$ cat src/rtl/prc_pkg.sv
package prc_pkg;

  // Strobes from the edge-control logic to the datapath
  typedef struct packed {
    logic riseStb;   // leading pulse edge seen this cycle
    logic fallStb;   // trailing pulse edge seen this cycle
    logic updStb;    // step the frequency word this cycle
  } ctlStrobes_t;

endpackage

$ cat src/rtl/prc_control.sv
module prc_control
  import prc_pkg::*;
(
  input  logic        clk,
  input  logic        rst,
  input  logic        pulseIn,
  output ctlStrobes_t ctl
);

  logic syncA;
  logic syncB;
  logic prevB;
  logic updReg;
  logic riseNow;
  logic fallNow;

  assign riseNow = syncB & ~prevB;
  assign fallNow = ~syncB & prevB;

  always_ff @(posedge clk) begin
    if (rst) begin
      syncA  <= 1'b0;
      syncB  <= 1'b0;
      prevB  <= 1'b0;
      updReg <= 1'b0;
    end else begin
      syncA  <= pulseIn;
      syncB  <= syncA;
      prevB  <= syncB;
      // step follows the trailing-edge capture by one cycle
      updReg <= fallNow;
    end
  end

  always_comb begin
    ctl.riseStb = riseNow;
    ctl.fallStb = fallNow;
    ctl.updStb  = updReg;
  end

endmodule

$ cat src/rtl/prc_datapath.sv
module prc_datapath
  import prc_pkg::*;
#(
  parameter int unsigned ACC_W  = 24,
  parameter int unsigned CAP_W  = 8,
  parameter int unsigned FW_MIN = 245760,
  parameter int unsigned FW_MAX = 278528
) (
  input  logic             clk,
  input  logic             rst,
  input  ctlStrobes_t      ctl,
  output logic             bitStrobe,
  output logic [ACC_W-1:0] freqWord
);

  localparam logic [ACC_W-1:0] FW_LO  = ACC_W'(FW_MIN);
  localparam logic [ACC_W-1:0] FW_HI  = ACC_W'(FW_MAX);
  localparam logic [ACC_W-1:0] FW_MID = ACC_W'((FW_MIN + FW_MAX) / 2);
  localparam logic [ACC_W-1:0] ONE    = ACC_W'(1);

  logic [ACC_W-1:0]  phaseAcc;
  logic [ACC_W:0]    accSum;
  logic [CAP_W-1:0]  phaseTop;
  logic [CAP_W-1:0]  riseCap;
  logic [CAP_W-1:0]  fallCap;
  logic signed [CAP_W:0] phaseSum;
  logic              lagging;
  logic [ACC_W-1:0]  fwNext;

  // phase accumulator with carry as recovered clock
  assign accSum   = {1'b0, phaseAcc} + {1'b0, freqWord};
  assign phaseTop = phaseAcc[ACC_W-1 -: CAP_W];

  always_ff @(posedge clk) begin
    if (rst) begin
      phaseAcc  <= '0;
      bitStrobe <= 1'b0;
    end else begin
      phaseAcc  <= accSum[ACC_W-1:0];
      bitStrobe <= accSum[ACC_W];
    end
  end

  // phase samples at the two pulse edges
  always_ff @(posedge clk) begin
    if (rst) begin
      riseCap <= '0;
      fallCap <= '0;
    end else begin
      if (ctl.riseStb) riseCap <= phaseTop;
      if (ctl.fallStb) fallCap <= phaseTop;
    end
  end

  // signed comparison: only the sign of the sum is used
  assign phaseSum = $signed({riseCap[CAP_W-1], riseCap})
                  + $signed({fallCap[CAP_W-1], fallCap});
  assign lagging  = phaseSum[CAP_W];

  // bounded up/down frequency word
  always_comb begin
    fwNext = freqWord;
    if (ctl.updStb) begin
      if (lagging) begin
        fwNext = (freqWord >= FW_HI) ? FW_HI : freqWord + ONE;
      end else begin
        fwNext = (freqWord <= FW_LO) ? FW_LO : freqWord - ONE;
      end
    end
  end

  always_ff @(posedge clk) begin
    if (rst) freqWord <= FW_MID;
    else     freqWord <= fwNext;
  end

endmodule

$ cat src/rtl/pulse_clock_recovery.sv
module pulse_clock_recovery
  import prc_pkg::*;
#(
  parameter int unsigned ACC_W  = 24,
  parameter int unsigned CAP_W  = 8,
  parameter int unsigned FW_MIN = 245760,
  parameter int unsigned FW_MAX = 278528
) (
  input  logic             clk,
  input  logic             rst,
  input  logic             pulseIn,
  output logic             bitStrobe,
  output logic [ACC_W-1:0] freqWord
);

  ctlStrobes_t ctlBus;

  prc_control u_control (
    .clk     (clk),
    .rst     (rst),
    .pulseIn (pulseIn),
    .ctl     (ctlBus)
  );

  prc_datapath #(
    .ACC_W  (ACC_W),
    .CAP_W  (CAP_W),
    .FW_MIN (FW_MIN),
    .FW_MAX (FW_MAX)
  ) u_datapath (
    .clk       (clk),
    .rst       (rst),
    .ctl       (ctlBus),
    .bitStrobe (bitStrobe),
    .freqWord  (freqWord)
  );

endmodule

$ cat config.mk
export PLATFORM = sky130hd
export DESIGN_NAME = pulse_clock_recovery
export DESIGN_NICKNAME = d
export VERILOG_FILES = /design/src/rtl/prc_pkg.sv /design/src/rtl/prc_control.sv /design/src/rtl/prc_datapath.sv /design/src/rtl/pulse_clock_recovery.sv
export SDC_FILE = /design/constraint.sdc
export NUM_CORES = 1
export LEC_CHECK = 0
export ABC_CLOCK_PERIOD_IN_PS = 2500
export BUFFER_PORTS_ARGS = -buffer_cell sky130_fd_sc_hd__buf_2
export CORE_ASPECT_RATIO = 0.5
export CORE_MARGIN = 1
export CORE_UTILIZATION = 55
export DETAILED_ROUTE_END_ITERATION = 8
export PLACE_DENSITY_LB_ADDON = 0.2
export SYNTH_ARGS = -nofsm -noshare
export SYNTH_HDL_FRONTEND = slang
export SYNTH_SLANG_ARGS = --single-unit
$ cat constraint.sdc
create_clock -name clk -period 2.5 [get_ports clk]
set_input_delay 0.375 -clock clk [delete_from_list [all_inputs] [get_ports clk]]
set_output_delay 0.375 -clock clk [all_outputs]
set_load 0.1 [all_outputs]
# == Word-level counts from Yosys, hierarchy flattened ==
# Index checks and enable logic that the tools add are counted.
# totals
regBits,69
output_inout_bits,25
word_cells,22
# classes
addsub,4
magnitude_cmp,2
n_mux,3
bitwise_logic,4
# ops
operator,n
24-bit 2-to-1 mux,3
24-bit by 24-bit adder with 25-bit output,1
"24-bit by 1-bit adder with 24-bit output, second input constant",1
"24-bit by 19-bit greater-or-equal comparator with 1-bit output, second input constant",1
"24-bit by 18-bit <= comparator with 1-bit output, second input constant",1
"24-bit by 1-bit subtractor with 24-bit output, second input constant",1
8-bit by 8-bit adder with 9-bit output,1
1-bit bitwise AND,2
1-bit inverter,2

# == Longest topological paths before layout ==
# Gate-level depths: netlist of the first run.
# depth
depth_word,3
mapped_depth,10
ltp_nobuf,8

# == Cells and area by module ==
# A second synthesis of the first run with hierarchy kept.
# unflattened
cells_unflattened,618
area_unflattened_um2,4817.1
# modules_own_cells
mod,instances,cells_each,area_each_um2
prc_datapath,1,605,4670.7
prc_control,1,13,146.4

# == Worst setup path after synthesis of the first run ==
# No wires, ideal clock.
# synth_path
kind,register -> register
start,register u_datapath.freqWord[0]
end,register u_datapath.phaseAcc[22]
arrival_time_ns,2.956
required_time_ns,2.379
slack_ns,-0.577
path_stages_with_launch,9
path_buffers,0
cell_sequence,dfxtp_1 > ha_1 > fa_1 > a211oi_1 > nor2_1 > o21ai_0 > o21ai_1 > a31oi_1 > mux2_2
# synth_between
elab_chain_len,1
# synth_rtl
item,line_no,rtl
"start, declared",prc_datapath.sv:13,output logic [ACC_W-1:0] freqWord
"start signal, assigned",prc_datapath.sv:74,else freqWord <= fwNext;
24-bit by 24-bit adder with 25-bit output,prc_datapath.sv:31,"assign accSum = {1'b0, phaseAcc} + {1'b0, freqWord};"
"end signal, assigned",prc_datapath.sv:39,phaseAcc <= accSum[ACC_W-1:0];
"end, declared",prc_datapath.sv:21,logic [ACC_W-1:0] phaseAcc;
# Every way passes these cells.
# A chain may end at the register's enable or synchronous reset.

# == Worst setup path in the final report of the first run ==
# layout_path
start,register u_datapath.freqWord[9]
end,register u_datapath.freqWord[21]
# layout_between
elab_chain_len,3
# layout_rtl
item,line_no,rtl
24-bit by 1-bit subtractor with 24-bit output (tied with other cells),prc_datapath.sv:67,fwNext = (freqWord <= FW_LO) ? FW_LO : freqWord - ONE;
24-bit 2-to-1 mux (on tied branches),"prc_datapath.sv:67, prc_datapath.sv:65",
24-bit 2-to-1 mux (*),prc_datapath.sv:64,if (lagging) begin
# Mark *: on every way between the ends. The rest lies on a longest branch, timed or not.

==> results_dict.tcl, run 1 <==
set metrics [dict create \
    outcome "completed" \
    port_buffers 27 \
    cp_top_family "simple AND/OR/NAND/NOR gates" \
    cap_violations 0 \
    root_buffer "clkbuf_16" \
    fin_cells 726 \
    cts_buffers 9 \
    ys_types 62 \
    die_y_um 66.11 \
    cts.htree.levels 3 \
    dp_hpwl_um 8326 \
    synth.top_cells.by_area "dfxtp_1 (31%), ha_1 (9.4%), nand2_1 (6.1%)" \
    drtIter0Drc 447 \
    post_drt_wl_per_cell_um 16.20 \
    synth_warnings 0 \
    layout-drive-gt1-share_pct 20.23 \
    insertion_delay_ps 340 \
    synth.avg_cell_area_sq_um 7.876 \
    fmax_mhz 407.1 \
    synth_edf_count 0 \
    peakVddDrop_mv 0.3927 \
    clk_pin_slew_ps 60 \
    synth_top_area_share_pct 30.56 \
    synth_flop_cell "dfxtp_1" \
    gp_congestion 0.9222 \
    dr.pass1.iters 5 \
    die_w_um 130.2 \
    r2r-start "u_datapath.freqWord[9]" \
    synth_mux_area_share_pct 2.436 \
    io_pins 28 \
    clockBufferDepth 2 \
    max-slew-margin-rel_pct 59.89 \
    worst_pin_slew_ps 597.0 \
    drc 0 \
    yosys.area_share.simple_pct 26.35 \
    p_total_mw 2.902 \
    final_common_cell "nand2_1" \
    leakage_nw 2.348 \
    ant_nets 0 \
    grt_pass1_vias 3937 \
    cts_tree "done" \
    grt_max_degree 34 \
    period_share_pct 98.25 \
    clock-sinks 69 \
    wl_um 11760 \
    synthXorXnorAreaFrac_pct 4.844 \
    start_util_pct 59.29 \
    synth_compound_area_share_pct 21.84 \
    synth_top_area_cell "dfxtp_1" \
    antenna_cells 0 \
    dp_cells 711 \
    syn_area_sq_um 4521 \
    die_area_sq_um 8608 \
    synth_top_family_by_area "simple AND/OR/NAND/NOR gates" \
    fin_area_sq_um 5360 \
    crit_chain "or4_4, or3_1, or3_1, or3_1, a21oi_1, o32ai_1" \
    synthAdderAreaFrac_pct 9.853 \
    rows 22 \
    crit_type "reg -> reg" \
    area_growth_pct 18.57 \
    slowest_delay_ps 560 \
    start_kind "register" \
    grt_pass1_wl_um 19380 \
    hold_viol 0 \
    fillers 660 \
    slowest_stage "or4_4" \
    setup_viol 0 \
    viasPerCell 6.026 \
    required_ps 2700 \
    hold_class "in -> reg" \
    ctsHoldBuffers 0 \
    async_reset_ff_share_pct 0 \
    p_per_area_nw_per_um2 541.4 \
    fin_tns_setup_ps 0 \
    crit_arrival_ps 2650 \
    grt_overflow 0 \
    vias 4375 \
    fin_crit_ps 2456 \
    grt_util_all_layers_pct 29.60 \
    endpoint_kind "register" \
    nets 652 \
    min_from "pulseIn" \
    placed_cell_area_sq_um 5009 \
    syn_nets 612 \
    crit_fanout 5 \
    grt_setup_unrepaired "yes" \
    core_area_sq_um 7625 \
    antenna_found_initial 0 \
    synth_seq_area_share_pct 30.56 \
    synth-seq-cells 69 \
    slew_viol_final 0 \
    path_buf_inv 0 \
    cp-startpoint "u_datapath.freqWord[9]" \
    clock-skew-final_ps 4.318 \
    mostFrequentLayoutCells "nand2_1 (74), nor2_1 (50), dfxtp_1 (48)" \
    cpMostUsedCell "or3_1" \
    synth_cells 574 \
]
## area by class of cell
type | instances | area [sq um] | share of cell area, %
clock buffers | 11 | 275.3 | 5.135
clock inverters | 4 | 50.05 | 0.9337
inverters | 15 | 56.30 | 1.050
flip-flops and latches | 69 | 1423 | 26.54
repair buffers | 62 | 410.4 | 7.656
multi-input cells | 457 | 3010 | 56.16
well taps | 108 | 135.1 | 2.521
## flip-flops by register name, indices dropped and copies added (netlist names), 8 cells and up
signal / count
u_datapath.freqWord: 24
u_datapath.phaseAcc: 24
u_datapath.riseCap: 8
u_datapath.fallCap: 8
## stage by stage
stage                     util (%)  setup slack [ps]  hold WS, ps
after floorplan                  -            -15.90        413.8
after global placement       65.69             88.28        416.5
after detailed placement     65.69             28.84        430.3
after CTS                    69.95             15.87        310.0
after global routing         70.30           -0.2081        301.1
final                        70.30             43.77        312.4
## routing by layer
| metal | up-vias | track usage, % | wire length, um | share of wire [%] |
|---|---|---|---|---|
| met1 | 2053 | 38.09 | 5576 | 47 |
| met3 | 16 | 7.120 | 606 | 5.2 |
| met5 | - | 0 | 0 | 0 |
| li1 | 2178 | - | - | - |
| met2 | 128 | 48.54 | 5400 | 46 |
| met4 | 0 | 10.17 | 178 | 1.5 |
## worst paths after layout
check        depth (start not counted)                      end  slack, ps
min reg2reg                          1          u_control.syncB        440
max reg2reg                          6  u_datapath.freqWord[21]         40
min                                  2          u_control.syncA        310
max                                  6  u_datapath.freqWord[21]         40
## power breakdown
group | switching, mW | total [mW] | internal, mW
sequential | 0.0238 | 1.14 | 1.12
combinational | 0.235 | 0.372 | 0.137
clock | 0.496 | 1.39 | 0.890
total | 0.755 | 2.90 | 2.15
## cell usage after synthesis, types with 4 or more instances
cell type and count:
inv_1 15, and4_1 6, o21ai_0 18, nand3_1 20, nor2_1 51, xor2_1 8
o31ai_1 4, or3_1 7, ha_1 34, nand2_1 74, nor4_1 4, a311oi_1 5
nand4_1 7, a31oi_1 10, buf_1 4, nor2b_1 19, clkbuf_1 24, a21o_1 12
o21a_1 5, and3_1 8, a221oi_1 4, nand2b_1 4, buf_2 4, mux2_2 8
and2_1 5, xnor2_1 17, dfxtp_1 69, or2_2 4, o32ai_1 4, a21boi_0 4
o211ai_1 4, nor3_1 20, a21oi_1 44, a211oi_1 5
## kinds of logic after synthesis
kind of cell	after synthesis
flip-flops	69
adder cells (fa/ha/maj)	35
buffers and inverters	48
AO/OA/AOI/OAI	147
XOR/XNOR	25
AND/OR/NAND/NOR	240
multiplexers	10
## what timing repair did
item                                   in CTS  in global routing
resized for setup                           0                  9
endpoints found under the hold margin       0                  0
setup endpoints to repair                   0                 20
setup buffers                               0                  0
Note: power is estimated with default switching activity, not from simulation.
==> inputs of run 2 (changes only) <==
--- a/config.mk
+++ b/config.mk
@@ -7,11 +7,13 @@
 export LEC_CHECK = 0
 export ABC_CLOCK_PERIOD_IN_PS = 2500
 export BUFFER_PORTS_ARGS = -buffer_cell sky130_fd_sc_hd__buf_2
+export CELL_PAD_IN_SITES_DETAIL_PLACEMENT = 0
+export CELL_PAD_IN_SITES_GLOBAL_PLACEMENT = 1
 export CORE_ASPECT_RATIO = 0.5
 export CORE_MARGIN = 1
-export CORE_UTILIZATION = 55
+export CORE_UTILIZATION = 38
 export DETAILED_ROUTE_END_ITERATION = 8
-export PLACE_DENSITY_LB_ADDON = 0.2
+export PLACE_DENSITY_LB_ADDON = 0.15
 export SYNTH_ARGS = -nofsm -noshare
 export SYNTH_HDL_FRONTEND = slang
 export SYNTH_SLANG_ARGS = --single-unit
==> results_dict.tcl, run 2 (synthesis gave the netlist of run 1 again) <==
set metrics [dict create \
    outcome "completed" \
    cts_buffers 9 \
    final_common_cell "nand2_1" \
    cap_violations 0 \
    die_y_um 79.13 \
    hold_class "in -> reg" \
    cts_tree "done" \
    nets 668 \
    fin_tns_setup_ps 0 \
    crit_type "reg -> reg" \
    die_w_um 156.3 \
    viasPerCell 5.482 \
    largest_registers "u_datapath.freqWord x24, u_datapath.phaseAcc x24" \
    fin_crit_ps 2422 \
    leakage_nw 2.435 \
    p_per_area_nw_per_um2 522.8 \
    io_pins 28 \
    hold_viol 0 \
    grt_overflow 0 \
    seqPwrFrac_pct 39.1 \
    required_ps 2730 \
    endpoint_kind "register" \
    antenna_found_initial 0 \
    grt_max_degree 78 \
    switchingPower_mw 0.8083 \
    cts.htree.levels 3 \
    gp_congestion 0.8190 \
    crit_fanout 5 \
    grt_pass1_vias 4034 \
    internal_power_mw 2.117 \
    slew_viol_final 0 \
    worst_pin_slew_ps 630.8 \
    pwr-share-comb_pct 13.5 \
    grt_pass1_wl_um 21380 \
    peakVddDrop_mv 0.2650 \
    dp_cells 776 \
    mostFrequentLayoutCells "nand2_1 (74), nor2_1 (51), buf_4 (49)" \
    port_buffers 27 \
    crit_arrival_ps 2650 \
    clk_pin_slew_ps 60 \
    ant_nets 0 \
    area_growth_pct 23.75 \
    clockBufferDepth 2 \
    antenna_cells 0 \
    rows 27 \
    vias 4353 \
    place_ws_ps -12.72 \
    root_buffer "clkbuf_16" \
    wl_um 13010 \
    grt_setup_unrepaired "yes" \
    period_share_pct 96.88 \
    dp_hpwl_um 9234 \
    drtIter0Drc 292 \
    die_area_sq_um 12360 \
    max-slew-margin-rel_pct 57.86 \
    clock-skew-final_ps 8.644 \
    p_total_mw 2.925 \
    p_sw_share_pct 27.64 \
    clkPwrFrac_pct 47.4 \
    start_util_pct 40.06 \
    finalWorstSetupSlack_ps 77.92 \
    post_drt_wl_per_cell_um 16.39 \
    fmax_mhz 412.9 \
    dr.pass1.iters 4 \
    layout-drive-gt1-share_pct 22.99 \
    grt_util_all_layers_pct 22.24 \
    start_kind "register" \
    insertion_delay_ps 340 \
    core_area_sq_um 11280 \
    clock-sinks 69 \
    fin_cells 794 \
    setup_viol 0 \
    drc 0 \
]
run 2: changes by cell type in the layout (fill, tap and decap cells not counted), sizes merged:
cell	previous run	this run
buf	62	78
clkbuf	11	10
clkinvlp	0	1
inv	17	18
run 2: worst max-delay path: stages, from the launching register on:
cell	delay, ps
dfxtp_2	340
ha_1	290
a21oi_1	220
nor2_1	140
o2111ai_1	350
a31oi_1	140
buf_4	180
a311oi_1	290
mux2_2	360
run 2: routing by layer:
| layer | vias to the layer above | global-route usage [%] | routed length, um |
|---|---|---|---|
| li1 | 2206 | - | - |
| met1 | 2049 | 31.15 | 6610 |
| met2 | 88 | 35.22 | 5780 |
| met3 | 10 | 4.148 | 525 |
| met4 | 0 | 5.000 | 97 |
| met5 | - | 0 | 0 |
run 2: final timing paths:
path / start / slack, ps / to / cells after the start
min reg2reg: u_control.syncA / 440 / u_control.syncB / 1
max: u_datapath.freqWord[1] / 80 / u_datapath.phaseAcc[23] / 8
min: pulseIn / 250 / u_control.syncA / 2
max reg2reg: u_datapath.freqWord[1] / 80 / u_datapath.phaseAcc[23] / 8
run 2: repair_timing:
| item | in CTS | in global routing |
|---|---|---|
| setup buffers | 0 | 2 |
| gates resized for setup | 2 | 13 |
| setup endpoints to repair | 3 | 15 |
| hold buffers | 0 | 0 |
| pin swaps | 0 | 6 |
run 2: final cells by class:
cell class	count	area, sq um
Fill cell	1163	5689
Multi-Input combinational cell	457	3048
Sequential cell	69	1423
Timing Repair Buffer	78	543.0
Clock buffer	10	250.2
Tap cell	159	198.9
Clock inverter	6	75.07
Inverter	15	56.30
run 2: power groups by stage:
stage | sequential (mW) | combinational, mW | clock (mW)
finish | 1.14 | 0.394 | 1.39
global route | 1.15 | 0.429 | 1.47
CTS | 1.14 | 0.388 | 1.42
floorplan | 1.21 | 0.228 | 0
global placement | 1.17 | 0.387 | 0
detailed placement | 1.17 | 0.386 | 0
run 2: per-stage QoR:
| stage | util [%] | instance area [sq um] | hold WS, ps |
|---|---|---|---|
| 5_1_grt | 49.58 | 5594 | 241.1 |
| 4_1_cts | 48.94 | 5522 | 232.2 |
| 6_report | 49.58 | 5594 | 247.7 |
| 3_3_place_gp | 46.00 | 5190 | 422.6 |
| 3_5_place_dp | 46.00 | 5190 | 430.1 |
| 2_1_floorplan | - | 4603 | 413.8 |
==> inputs of run 3 (changes only) <==
--- a/config.mk
+++ b/config.mk
@@ -13,7 +13,7 @@
 export CORE_MARGIN = 1
 export CORE_UTILIZATION = 38
 export DETAILED_ROUTE_END_ITERATION = 8
-export PLACE_DENSITY_LB_ADDON = 0.15
+export PLACE_DENSITY_LB_ADDON = 0.1
 export SYNTH_ARGS = -nofsm -noshare
 export SYNTH_HDL_FRONTEND = slang
 export SYNTH_SLANG_ARGS = --single-unit
==> results_dict.tcl, run 3 (synthesis gave the netlist of run 1 again) <==
set metrics [dict create \
    multi_input_area_sq_um 3033 \
    cp-endpoint "u_datapath.freqWord[5]" \
    crit_type "reg -> reg" \
    fin_cells 797 \
    endpoint_kind "register" \
    slew_viol_final 0 \
    worst_r2r_path_depth 8 \
    outcome "completed" \
    slowest_stage "or4_4" \
    p_total_mw 2.872 \
    drtIter0Drc 208 \
    insertion_delay_ps 330 \
    rows 27 \
    path_depth 8 \
    clock-skew-final_ps 5.650 \
    path_buf_inv 2 \
    period_share_pct 95.56 \
    mostFrequentLayoutCells "nand2_1 (73), buf_4 (53), nor2_1 (50)" \
    r2r-start "u_datapath.freqWord[10]" \
    port_buffers 27 \
    final-seq-area_sq_um 1423 \
    hold_viol 0 \
    cap_violations 0 \
    largest_registers "u_datapath.freqWord x24, u_datapath.phaseAcc x24" \
    post_drt_wl_per_cell_um 16.09 \
    leakage_nw 2.436 \
    fin_tns_setup_ps 0 \
    start_kind "register" \
    peakVddDrop_mv 0.2782 \
    cts_buffers 9 \
    die_w_um 156.3 \
    crit_arrival_ps 2590 \
    fillers 1142 \
    dp_hpwl_um 9370 \
    grt_util_all_layers_pct 21.99 \
    cts_tree "done" \
    clock-sinks 69 \
    grt_overflow 0 \
    layout-drive-gt1-share_pct 22.57 \
    dr.pass1.iters 4 \
    start_util_pct 40.06 \
    grt_pass1_vias 4113 \
    viasPerCell 5.462 \
    core_area_sq_um 11280 \
    cts.htree.levels 3 \
    p_per_area_nw_per_um2 515.4 \
    ff2ff_setup_slack_ps 110 \
    cpMostUsedCell "buf_4" \
    ant_nets 0 \
    crit_chain "or4_4, nand4b_1, a2111oi_4, buf_4, nand2b_1, buf_4, o32a_1, o32ai_1" \
    root_buffer "clkbuf_16" \
    vias 4353 \
    die_y_um 79.13 \
    dp_cells 778 \
    required_ps 2700 \
    ctsHoldBuffers 0 \
    gp_congestion 0.8344 \
    setup_viol 0 \
    antenna_cells 0 \
    fin_crit_ps 2389 \
    clk_pin_slew_ps 60 \
    cp_top_family "simple AND/OR/NAND/NOR gates" \
    wl_um 12820 \
    max-slew-margin-rel_pct 57.96 \
    clockBufferDepth 2 \
    r2r-end "u_datapath.freqWord[5]" \
    die_area_sq_um 12360 \
    hold_class "in -> reg" \
    final_common_cell "nand2_1" \
    fmax_mhz 418.6 \
    drc 0 \
    antenna_found_initial 0 \
    crit_fanout 5 \
    area_growth_pct 23.28 \
    grt_pass1_wl_um 21230 \
    slowest_delay_ps 550 \
    cp-startpoint "u_datapath.freqWord[10]" \
    io_pins 28 \
    worst_pin_slew_ps 629.3 \
    nets 671 \
    grt_max_degree 51 \
]
[run 3: changes by cell type in the layout (fill, tap and decap cells not counted), moves of 2 or more]
cell / previous run / this run
a221oi_2: 3 / 0
buf_4: 49 / 53
a221oi_1: 1 / 4
clkinv_2: 0 / 2
[run 3: timing repair]
item                       CTS  global route
pin swaps                    1             5
setup buffers                0             3
resized for setup            3             9
setup endpoints to repair    6            25
[run 3: routing by layer]
| layer | share of wire [%] | wire length, um | vias to the layer above | GRT usage, % |
|---|---|---|---|---|
| met2 | 43 | 5532 | 83 | 34.96 |
| met1 | 51 | 6542 | 2039 | 30.43 |
| met3 | 5.0 | 647 | 9 | 4.913 |
| met5 | 0 | 0 | - | 0 |
| met4 | 0.77 | 99 | 0 | 4.216 |
| li1 | - | - | 2222 | - |
[run 3: area by class of cell]
cell class,instances,area share [%]
clock buffers,11,4.558
inverters,15,1.010
repair buffers,81,9.924
well taps,159,3.570
clock inverters,5,0.9879
multi-input cells,457,54.42
flip-flops and latches,69,25.53
[run 3: how the worst min path moves through the flow]
stage / start / to / slack [ps] / cells after the start
after floorplan: u_control.syncA / u_control.syncB / 410 / 1
after global placement: u_control.syncA / u_control.syncB / 420 / 1
after detailed placement: u_control.syncA / u_control.syncB / 440 / 1
after CTS: pulseIn / u_control.syncA / 240 / 2
after global routing: pulseIn / u_control.syncA / 240 / 2
final: pulseIn / u_control.syncA / 250 / 2
[run 3: worst register-to-register path, delay by kind of cell (launching register included)]
family	cells	cell delay, ps
buffers and inverters	2	340
flip-flops	1	370
AND/OR/NAND/NOR	3	970
AO/OA/AOI/OAI	3	590
[run 3: through the flow]
stage / hold slack [ps] / instance area (sq um) / setup slack [ps] / util [%]
after global placement: 416.3 / 5192 / -39.45 / 46.02
after floorplan: 413.8 / 4603 / -15.90 / -
after CTS: 239.2 / 5509 / 16.33 / 48.82
after global routing: 241.3 / 5573 / -19.31 / 49.39
final: 252.9 / 5573 / 110.9 / 49.39
after detailed placement: 443.8 / 5192 / -59.41 / 46.02
[run 3: where the power goes]
part	switching, mW	internal (mW)	total [mW]
registers	0.0231	1.12	1.14
logic	0.243	0.146	0.389
clock network	0.506	0.834	1.34
total	0.772	2.10	2.87
